**src/rtl/ppsf_pkg.sv**
```systemverilog
package ppsf_pkg;

  // depth of the input synchronisers; equal for both edge inputs
  localparam int unsigned SYNC_STAGES = 2;

  // one sampled bit handed from the sampler to the window accumulator
  typedef struct packed {
    logic vld;
    logic bit_v;
  } smp_t;

endpackage

```
**src/rtl/ppsf_edge.sv**
```systemverilog
module ppsf_edge
  import ppsf_pkg::*;
#(
  parameter int unsigned N = 2
) (
  input  logic         clk,
  input  logic         rst_n,
  input  logic [N-1:0] din,
  output logic [N-1:0] rise
);

  for (genvar g = 0; g < N; g++) begin : g_lane
    logic [SYNC_STAGES:0] chain_q;
    logic [SYNC_STAGES:0] chain_d;

    always_comb begin
      chain_d = {chain_q[SYNC_STAGES-1:0], din[g]};
    end

    always_ff @(posedge clk or negedge rst_n) begin
      if (!rst_n) chain_q <= '0;
      else        chain_q <= chain_d;
    end

    assign rise[g] = chain_q[SYNC_STAGES-1] & ~chain_q[SYNC_STAGES];
  end

endmodule

```
**src/rtl/ppsf_sampler.sv**
```systemverilog
module ppsf_sampler
  import ppsf_pkg::*;
#(
  parameter int unsigned TICKS = 8,
  parameter int unsigned DLY_W = 4
) (
  input  logic             clk,
  input  logic             rst_n,
  input  logic             set_i,
  input  logic             clr_i,
  input  logic [DLY_W-1:0] dly_i,
  output logic             flag_o,
  output logic             dly_bad_o,
  output smp_t             smp_o
);

  localparam logic [DLY_W-1:0] LAST_TICK = DLY_W'(TICKS - 1);

  logic             flag_q,  flag_d;
  logic             armed_q, armed_d;
  logic [DLY_W-1:0] dcnt_q,  dcnt_d;
  logic             bad_q,   bad_d;
  smp_t             smp_q,   smp_d;
  logic             dly_ok;
  logic             hit;

  always_comb begin
    dly_ok = (dly_i <= LAST_TICK);
    hit    = armed_q && dly_ok && (dcnt_q == dly_i);

    // clear has priority over set
    if (clr_i)      flag_d = 1'b0;
    else if (set_i) flag_d = 1'b1;
    else            flag_d = flag_q;

    armed_d = armed_q;
    dcnt_d  = dcnt_q;
    if (set_i) begin
      armed_d = 1'b1;
      dcnt_d  = '0;
    end else if (armed_q) begin
      dcnt_d = dcnt_q + 1'b1;
      if (hit || (dcnt_q == LAST_TICK)) armed_d = 1'b0;
    end

    smp_d.vld   = hit;
    smp_d.bit_v = flag_q;
    bad_d       = !dly_ok;
  end

  always_ff @(posedge clk or negedge rst_n) begin
    if (!rst_n) begin
      flag_q  <= 1'b0;
      armed_q <= 1'b0;
      dcnt_q  <= '0;
      bad_q   <= 1'b0;
      smp_q   <= '0;
    end else begin
      flag_q  <= flag_d;
      armed_q <= armed_d;
      dcnt_q  <= dcnt_d;
      bad_q   <= bad_d;
      smp_q   <= smp_d;
    end
  end

  assign flag_o    = flag_q;
  assign dly_bad_o = bad_q;
  assign smp_o     = smp_q;

endmodule

```
**src/rtl/ppsf_window.sv**
```systemverilog
module ppsf_window
  import ppsf_pkg::*;
#(
  parameter int unsigned WINDOW = 1000,
  parameter int unsigned MAXP   = 8,
  parameter int unsigned CNT_W  = $clog2(WINDOW + 1)
) (
  input  logic             clk,
  input  logic             rst_n,
  input  smp_t             smp_i,
  output logic [CNT_W-1:0] cnt_o,
  output logic             vld_o,
  output logic             alias_o
);

  localparam logic [CNT_W-1:0] LAST_IDX = CNT_W'(WINDOW - 1);
  localparam logic [CNT_W-1:0] FULL     = CNT_W'(WINDOW);
  localparam int unsigned      NPER     = MAXP - 1;

  logic [CNT_W-1:0] idx_q,  idx_d;
  logic [CNT_W-1:0] ones_q, ones_d;
  logic [MAXP-1:0]  hist_q, hist_d;
  logic [NPER-1:0]  per_q,  per_d;
  logic [CNT_W-1:0] cnt_q,  cnt_d;
  logic             vld_q,  vld_d;
  logic             alias_q, alias_d;
  logic [NPER-1:0]  mis;
  logic [NPER-1:0]  per_upd;
  logic [CNT_W-1:0] ones_inc;

  // one mismatch detector per candidate period p = 2..MAXP
  for (genvar p = 2; p <= MAXP; p++) begin : g_per
    assign mis[p-2] = (idx_q >= CNT_W'(p)) && (smp_i.bit_v != hist_q[p-1]);
  end

  always_comb begin
    ones_inc = ones_q + CNT_W'(smp_i.bit_v);
    per_upd  = per_q & ~mis;

    idx_d   = idx_q;
    ones_d  = ones_q;
    hist_d  = hist_q;
    per_d   = per_q;
    cnt_d   = cnt_q;
    alias_d = alias_q;
    vld_d   = 1'b0;

    if (smp_i.vld) begin
      if (idx_q == LAST_IDX) begin
        vld_d   = 1'b1;
        cnt_d   = ones_inc;
        alias_d = (|per_upd) && (ones_inc != '0) && (ones_inc != FULL);
        idx_d   = '0;
        ones_d  = '0;
        hist_d  = '0;
        per_d   = '1;
      end else begin
        idx_d  = idx_q + 1'b1;
        ones_d = ones_inc;
        hist_d = {hist_q[MAXP-2:0], smp_i.bit_v};
        per_d  = per_upd;
      end
    end
  end

  always_ff @(posedge clk or negedge rst_n) begin
    if (!rst_n) begin
      idx_q   <= '0;
      ones_q  <= '0;
      hist_q  <= '0;
      per_q   <= '1;
      cnt_q   <= '0;
      vld_q   <= 1'b0;
      alias_q <= 1'b0;
    end else begin
      idx_q   <= idx_d;
      ones_q  <= ones_d;
      hist_q  <= hist_d;
      per_q   <= per_d;
      cnt_q   <= cnt_d;
      vld_q   <= vld_d;
      alias_q <= alias_d;
    end
  end

  assign cnt_o   = cnt_q;
  assign vld_o   = vld_q;
  assign alias_o = alias_q;

endmodule

```
**src/rtl/ppsf_sampler_top.sv**
```systemverilog
module ppsf_sampler_top
  import ppsf_pkg::*;
#(
  parameter int unsigned WINDOW = 1000,
  parameter int unsigned TICKS  = 8,
  parameter int unsigned MAXP   = 8,
  parameter int unsigned DLY_W  = 4,
  parameter int unsigned CNT_W  = $clog2(WINDOW + 1)
) (
  input  logic             clk_smp_i,
  input  logic             rst_n_i,
  input  logic             pps_i,
  input  logic             osc_i,
  input  logic [DLY_W-1:0] dly_i,
  output logic [CNT_W-1:0] cnt_o,
  output logic             cnt_vld_o,
  output logic             alias_o,
  output logic             dly_bad_o
);

  logic [1:0] rs_q;
  logic       rst_n_q;
  logic [1:0] rise;
  logic       pps_rise;
  logic       osc_rise;
  logic       flag;
  smp_t       smp;

  // asynchronous assert, synchronous release
  always_ff @(posedge clk_smp_i or negedge rst_n_i) begin
    if (!rst_n_i) rs_q <= 2'b00;
    else          rs_q <= {rs_q[0], 1'b1};
  end
  assign rst_n_q = rs_q[1];

  ppsf_edge #(.N(2)) u_edge (
    .clk   (clk_smp_i),
    .rst_n (rst_n_q),
    .din   ({osc_i, pps_i}),
    .rise  (rise)
  );
  assign pps_rise = rise[0];
  assign osc_rise = rise[1];

  ppsf_sampler #(.TICKS(TICKS), .DLY_W(DLY_W)) u_smp (
    .clk       (clk_smp_i),
    .rst_n     (rst_n_q),
    .set_i     (pps_rise),
    .clr_i     (osc_rise),
    .dly_i     (dly_i),
    .flag_o    (flag),
    .dly_bad_o (dly_bad_o),
    .smp_o     (smp)
  );

  ppsf_window #(.WINDOW(WINDOW), .MAXP(MAXP), .CNT_W(CNT_W)) u_win (
    .clk     (clk_smp_i),
    .rst_n   (rst_n_q),
    .smp_i   (smp),
    .cnt_o   (cnt_o),
    .vld_o   (cnt_vld_o),
    .alias_o (alias_o)
  );

endmodule

```
**config.mk**
```make
export PLATFORM = sky130hd
export DESIGN_NAME = ppsf_sampler_top
export DESIGN_NICKNAME = d
export VERILOG_FILES = /design/src/rtl/ppsf_pkg.sv /design/src/rtl/ppsf_edge.sv /design/src/rtl/ppsf_sampler.sv /design/src/rtl/ppsf_window.sv /design/src/rtl/ppsf_sampler_top.sv
export SDC_FILE = /design/constraint.sdc
export NUM_CORES = 1
export LEC_CHECK = 0
export ABC_AREA = 1
export BUFFER_PORTS_ARGS = -buffer_cell sky130_fd_sc_hd__clkbuf_2
export CELL_PAD_IN_SITES_DETAIL_PLACEMENT = 2
export CELL_PAD_IN_SITES_GLOBAL_PLACEMENT = 2
export CORE_MARGIN = 3
export CORE_UTILIZATION = 34
export DETAILED_ROUTE_END_ITERATION = 16
export PLACE_DENSITY_LB_ADDON = 0.1
export RECOVER_POWER = 50
export SLEW_MARGIN = 30
export SYNTH_ARGS = -nofsm -noshare
export SYNTH_HDL_FRONTEND = slang
export SYNTH_SLANG_ARGS = --single-unit
```
**constraint.sdc**
```tcl
create_clock -name clk_smp_i -period 1.8 [get_ports clk_smp_i]
set_input_delay 0.54 -clock clk_smp_i [delete_from_list [all_inputs] [get_ports clk_smp_i]]
set_output_delay 0.54 -clock clk_smp_i [all_outputs]
set_load 0.05 [all_outputs]
```
## Yosys cells after proc, flatten, opt, wreduce, memory -nomap -nowiden

Cells that the tools add are included.
W data, S select, Z words.

| operators by class | value |
|---|---|
| reductions and logical operators | 18 |
| divide/modulo/power cells | 0 |
| add/subtract/negate cells | 3 |
| shift-type cells | 0 |
| multiplexer cells | 13 |
| bitwise operators | 6 |
| multipliers | 0 |
| equality and inequality tests | 11 |
| $lt $le $gt $ge | 8 |

Operator list:

| kind | count |
|---|---|
| $ge A10 B3 Y1 const B | 4 |
| $ge A10 B2 Y1 const B | 2 |
| $mux W10 | 2 |
| $logic_and A1 B1 Y1 | 11 |
| $add A10 B1 Y10 | 1 |
| $add A10 B1 Y10 const B | 1 |
| $eq A10 B10 Y1 const B | 1 |
| $ge A10 B4 Y1 const B | 1 |
| $ne A10 B10 Y1 const B | 1 |
| $reduce_bool A10 Y1 | 1 |
| $mux W4 | 2 |
| $mux W8 | 1 |
| $and A7 B7 Y7 | 1 |
| $mux W1 | 7 |
| $mux W7 | 1 |
| $ne A1 B1 Y1 | 7 |
| $not A7 Y7 | 1 |
| $reduce_or A7 Y1 | 1 |
| $add A4 B1 Y4 const B | 1 |
| $eq A4 B3 Y1 const B | 1 |
| $eq A4 B4 Y1 | 1 |
| $le A4 B3 Y1 const B | 1 |
| $reduce_bool A2 Y1 | 2 |
| $and A1 B1 Y1 | 2 |
| other kinds (4) | 5 |

| word-level totals | value |
|---|---|
| bits in latches | 0 |
| memory bits (writable) | 0 |
| memories kept | 0 |
| input bits | 8 |
| ROM bits | 0 |
| flip-flop bits (word level) | 64 |

## Longest topological paths before layout

| logic depth | value |
|---|---|
| depth in word-level cells | 7 |
| mapped depth | 14 |
| gate-level depth less buffers | 14 |

## By module

Synthesis repeated with hierarchy kept, for this count alone.

| second synthesis, totals | value |
|---|---|
| cells, all modules | 387 |
| area total of the unflattened synthesis | 3206.8 µm² |

By module, submodules not included:

| module | seq. area each (µm²) | cells an instance | area an instance (µm²) | instances |
|---|---|---|---|---|
| ppsf_window | 1184.9 | 320 | 2562.5 | 1 |
| ppsf_sampler | 225.2 | 54 | 420.4 | 1 |
| ppsf_edge | 150.1 | 10 | 170.2 | 1 |
| ppsf_sampler_top | 50.0 | 3 | 53.8 | 1 |

## Worst setup path before layout

OpenSTA, ideal clock, no wires.

| timing | value |
|---|---|
| kind | register to register |
| start | register u_smp.smp_q (netlist bit u_smp.smp_o[0]) |
| end | register u_win.alias_q, in the netlist u_win.alias_o |
| slack | 0.179 ns |
| library setup time | 0.118 ns |
| stages on the path, launching flop included | 15 |
| data arrival time | 1.504 ns |
| period minus slack after synthesis | 1.621 ns |
| path buffers | 0 |
| cells stage by stage | dfrtp_1 > ha_1 > ha_1 > inv_1 > nand2_1 > nand2_1 > nand2_1 > nor2_1 > nand2_1 > nor2_1 > nand3_1 > nand2_1 > inv_1 > nand3_1 > nand2_1 |

| between the ends | value |
|---|---|
| longest elaborated chain between the ends | 7 |
| elaborated cells between the ends (all ways) | 22 |

RTL lines:

| item | line | source |
|---|---|---|
| start, declared | ppsf_sampler.sv:23 | `smp_t smp_q, smp_d;` |
| start signal, assigned | ppsf_sampler.sv:63 | `smp_q <= smp_d;` |
| parallel branches: the longest is 6 deep, another holds $add A10 B1 Y10 | - |  |
| $logic_and A1 B1 Y1 * | ppsf_window.sv:52 | `alias_d = (\|per_upd) && (ones_inc != '0) && (ones_inc != FULL);` |
| end signal, assigned | ppsf_window.sv:82 | `alias_q <= alias_d;` |
| end, declared | ppsf_window.sv:26 | `logic alias_q, alias_d;` |

Mark *: on every way between the ends.
A chain may end at the register's enable or synchronous reset.

## Final worst setup path

| timing | value |
|---|---|
| start | register u_win.ones_q[0] |
| end | register u_win.alias_q, in the netlist u_win.alias_o |

| between the ends | value |
|---|---|
| longest elaborated chain between the ends | 4 |
| elaborated cells between the ends (all ways) | 5 |

RTL lines:

| item | line | source |
|---|---|---|
| start, declared | ppsf_window.sv:21 | `logic [CNT_W-1:0] ones_q, ones_d;` |
| start signal, assigned | ppsf_window.sv:77 | `ones_q <= ones_d;` |
| $add A10 B1 Y10 * | ppsf_window.sv:37 | `ones_inc = ones_q + CNT_W'(smp_i.bit_v);` |
| $reduce_bool A10 Y1 | ppsf_window.sv:52 |  |
| $logic_and A1 B1 Y1 | ppsf_window.sv:52 |  |
| $logic_and A1 B1 Y1 * | ppsf_window.sv:52 |  |

Mark *: on every way between the ends. The rest lies on a longest branch, timed or not.

==> flow_metrics.py <==
metrics = {
    "power_and_ir_drop": {
        "p_leak_nw": 1.84,
        "switching_share_pct": 38.9,
        "p_clk_share_pct": 24.9,
        "internal_power_mw": 3.19,
        "irDropWorstVdd_uv": 556,
        "power_frac_seq_pct": 42.5,
        "p_switching_mw": 2.03,
        "power_density_mw_per_mm2": 1420,
        "power_frac_comb_pct": 32.5,
    },
    "route": {
        "num_vias": 2406,
        "first_pass_iters": 2,
        "ant_nets": 0,
        "drt_iter0_drc": 63,
        "via_per_inst": 4.87,
        "routedWlPerCell_um": 16.2,
        "drt_wl_total_um": 7990,
        "drc_errors": 0,
    },
    "logic_synthesis": {
        "yosys_warnings": 0,
        "syn_avg_cell_area_sq_um": 8.95,
        "ys_ff_latch": 64,
        "netlist_instances": 344,
        "ys_types": 35,
        "syn_area_sq_mm": 0.00308,
        "syn_nets": 360,
        "yosysSeqAreaShare_pct": 52.3,
    },
    "flow_run": {
        "maxCapViolations": 0,
    },
    "global_route": {
        "grt.overflow.total": 0,
        "grt_use_met3_pct": 3.58,
        "top_usage_layer": "met2",
        "grt.total_usage_pct": 17.4,
        "grt_max_degree": 24,
        "grt_first_pass_wirelength_um": 13800,
        "antenna_found_initial": 0,
        "use_met2_pct": 29.3,
        "grt_pass1_vias": 2752,
        "grt_use_met1_pct": 22.3,
    },
    "cts": {
        "cts_setup_buffers": 0,
        "cts_buffer_depth": 2,
        "clk_latency_ns": 0.35,
        "cts.sinks": 64,
        "cts_tree": "yes",
        "cts_root_buf": "clkbuf_8",
        "cts_buffers": 9,
        "h-tree-depth": 3,
        "cts.clk_slew.worst_paths_ns": 0.07,
    },
    "sta": {
        "hold_slack_ns": 0.295,
        "relSlewSlack_pct": 46.5,
        "hold_viol": 0,
        "fin_setup_tns_ns": 0,
        "setup_viol": 0,
        "period_needed_ns": 1.70,
        "worst-slew-pin-transition_ns": 0.802,
        "finalClockSkew_ns": 0.00992,
        "fin_crit_sh_pct": 94.4,
        "slew_violations": 0,
        "fmax_ghz": 0.588,
    },
    "final_layout": {
        "antenna_cells": 0,
        "fillCellCount": 970,
        "fin_area_sq_mm": 0.00367,
        "drive_gt1_share_pct": 24.4,
        "layout_commonest_cell": "nand2_1",
        "area_growth_pct": 19.1,
        "finalNetCount": 397,
        "layout_common_cells": "nand2_1, dfrtp_1, inv_1, nor2_1, nand3_1",
    },
    "critical_path": {
        "crit_required_ns": 2.04,
        "worstSetupPathType": "reg -> reg",
        "cp_data_arrival_time_ns": 1.94,
        "cp_max_fo": 4,
        "worstSetupStartpointType": "flop",
        "endpoint_kind": "flop",
    },
    "floorplan": {
        "fp.dieH_um": 101,
        "coreArea_sq_mm": 0.00876,
        "fp-row-count": 34,
        "start_util_pct": 35.2,
        "dieArea_sq_mm": 0.0102,
        "io_pins": 21,
        "dieWidth_um": 101,
    },
    "placed_design": {
        "dpl.hpwl_um": 5980,
        "placed_cell_area_sq_mm": 0.00343,
        "gp_congestion": 0.757,
        "portBuffers": 20,
    },
    "min_path": {
        "hold_class": "in -> reg",
    },
    "status": {
        "status": "complete, no violations",
    },
}
-- final timing paths --
path	depth (start not counted)	from	to	slack, ns
worst max-delay path	11	u_win.ones_q[0]	u_win.alias_o	0.10
worst min-delay path	1	osc_i	u_edge.g_lane[1].chain_q[0]	0.29
worst max register to register	11	u_win.ones_q[0]	u_win.alias_o	0.10
worst min register to register	0	rs_q[1]	u_win.cnt_o[6]	0.33
max in group asynchronous	1	rs_q[1]	u_win.idx_q[1]	0.37
min in group asynchronous	0	rs_q[1]	u_win.cnt_o[6]	0.33
-- per-stage QoR --
step	utilization (%)	worst slack [ns]	std cells	power, mW
floorplan	-	0.179	344	3.29
global placement	39.1	0.0708	477	3.77
detailed placement	39.1	-0.0321	477	3.87
CTS	41.7	0.0135	494	5.23
global route	41.9	-0.0201	494	5.67
finish	41.9	0.100	494	5.22
-- layout make-up --
class                           count  area, sq um  share of cell area (%)
Multi-Input combinational cell    223         1290                    35.2
Timing Repair Buffer               35          245                    6.68
Inverter                           48          180                    4.91
Sequential cell                    64         1610                    43.9
Tap cell                          108          135                    3.68
Clock buffer                       11          151                    4.13
Clock inverter                      5         55.1                    1.50
-- routing by layer --
metal  routed length (um)  vias up
met4                   79        0
met2                 4030       21
met5                    0        -
li1                     -     1180
met3                  168        6
met1                 3710     1199
-- cells by family (layout without fill, tap and decap cells) --
logic type      Yosys count  after routing  share of synthesized area (%)
compound gates           54             54                           11.3
other cells               1              1                          0.122
buf+inv                  57             99                           7.76
simple gates            150            150                           22.4
fa+ha+maj                 8              8                           3.25
flops                    64             64                           52.3
xor+xnor                 10             10                           2.84
-- critical path, stage by stage, from the launching register on --
cell and delay, ns:
dfrtp_1 0.40, ha_4 0.18, ha_4 0.16, nand3_1 0.07, nand2_1 0.07, nand2_1 0.10
inv_1 0.11, nand2_2 0.08, nor3_2 0.18, nand3_1 0.10, nand3_1 0.09, nand2_1 0.05
-- synthesized netlist by cell type (all sizes together) --
library cell	count	area share (%)
a31oi	1	0.20
conb	1	0.12
xnor2	1	0.28
o21ai	24	5.1
nand4	4	1.3
dfstp	7	6.0
nor3b	1	0.24
nor3	9	1.6
xor2	9	2.6
inv	48	5.8
nand3	23	3.7
nor2	31	5.0
o22ai	16	3.2
buf	5	1.4
nor4	1	0.20
a21boi	2	0.49
and2	1	0.20
nand2	80	10
o21bai	1	0.24
a211o	1	0.32
a21oi	8	1.3
clkbuf	4	0.49
dfrtp	57	46
a211oi	1	0.41
ha	8	3.2
-- repair_timing --
item / CTS / global route
hold buffers: 1 / 0
resized for setup: 4 / 13
pin swaps: 0 / 3
endpoints found under the hold margin: 2 / 0
endpoints found under the setup margin: 1 / 9
-- power groups by stage --
stage | logic, mW | clock network, mW | registers (mW)
finish | 1.70 | 1.30 | 2.22
CTS | 1.68 | 1.34 | 2.21
global route | 1.98 | 1.41 | 2.29
floorplan | 1.16 | 0 | 2.13
detailed placement | 1.64 | 0 | 2.22
global placement | 1.56 | 0 | 2.21
-- state kept, by name, indices dropped and copies added, names as in the netlist --
register / count
u_win.cnt_o: 10
u_win.idx_q: 10
u_win.ones_q: 10
u_win.hist_q: 8
u_win.per_q: 7
u_edge.g_lane.chain_q: 6
u_smp.dcnt_q: 4
rs_q: 2
u_smp.smp_o: 2
u_smp.armed_q: 1
u_smp.dly_bad_o: 1
u_smp.flag_o: 1
u_win.alias_o: 1
u_win.vld_o: 1
(Power assumes the default switching activity.)
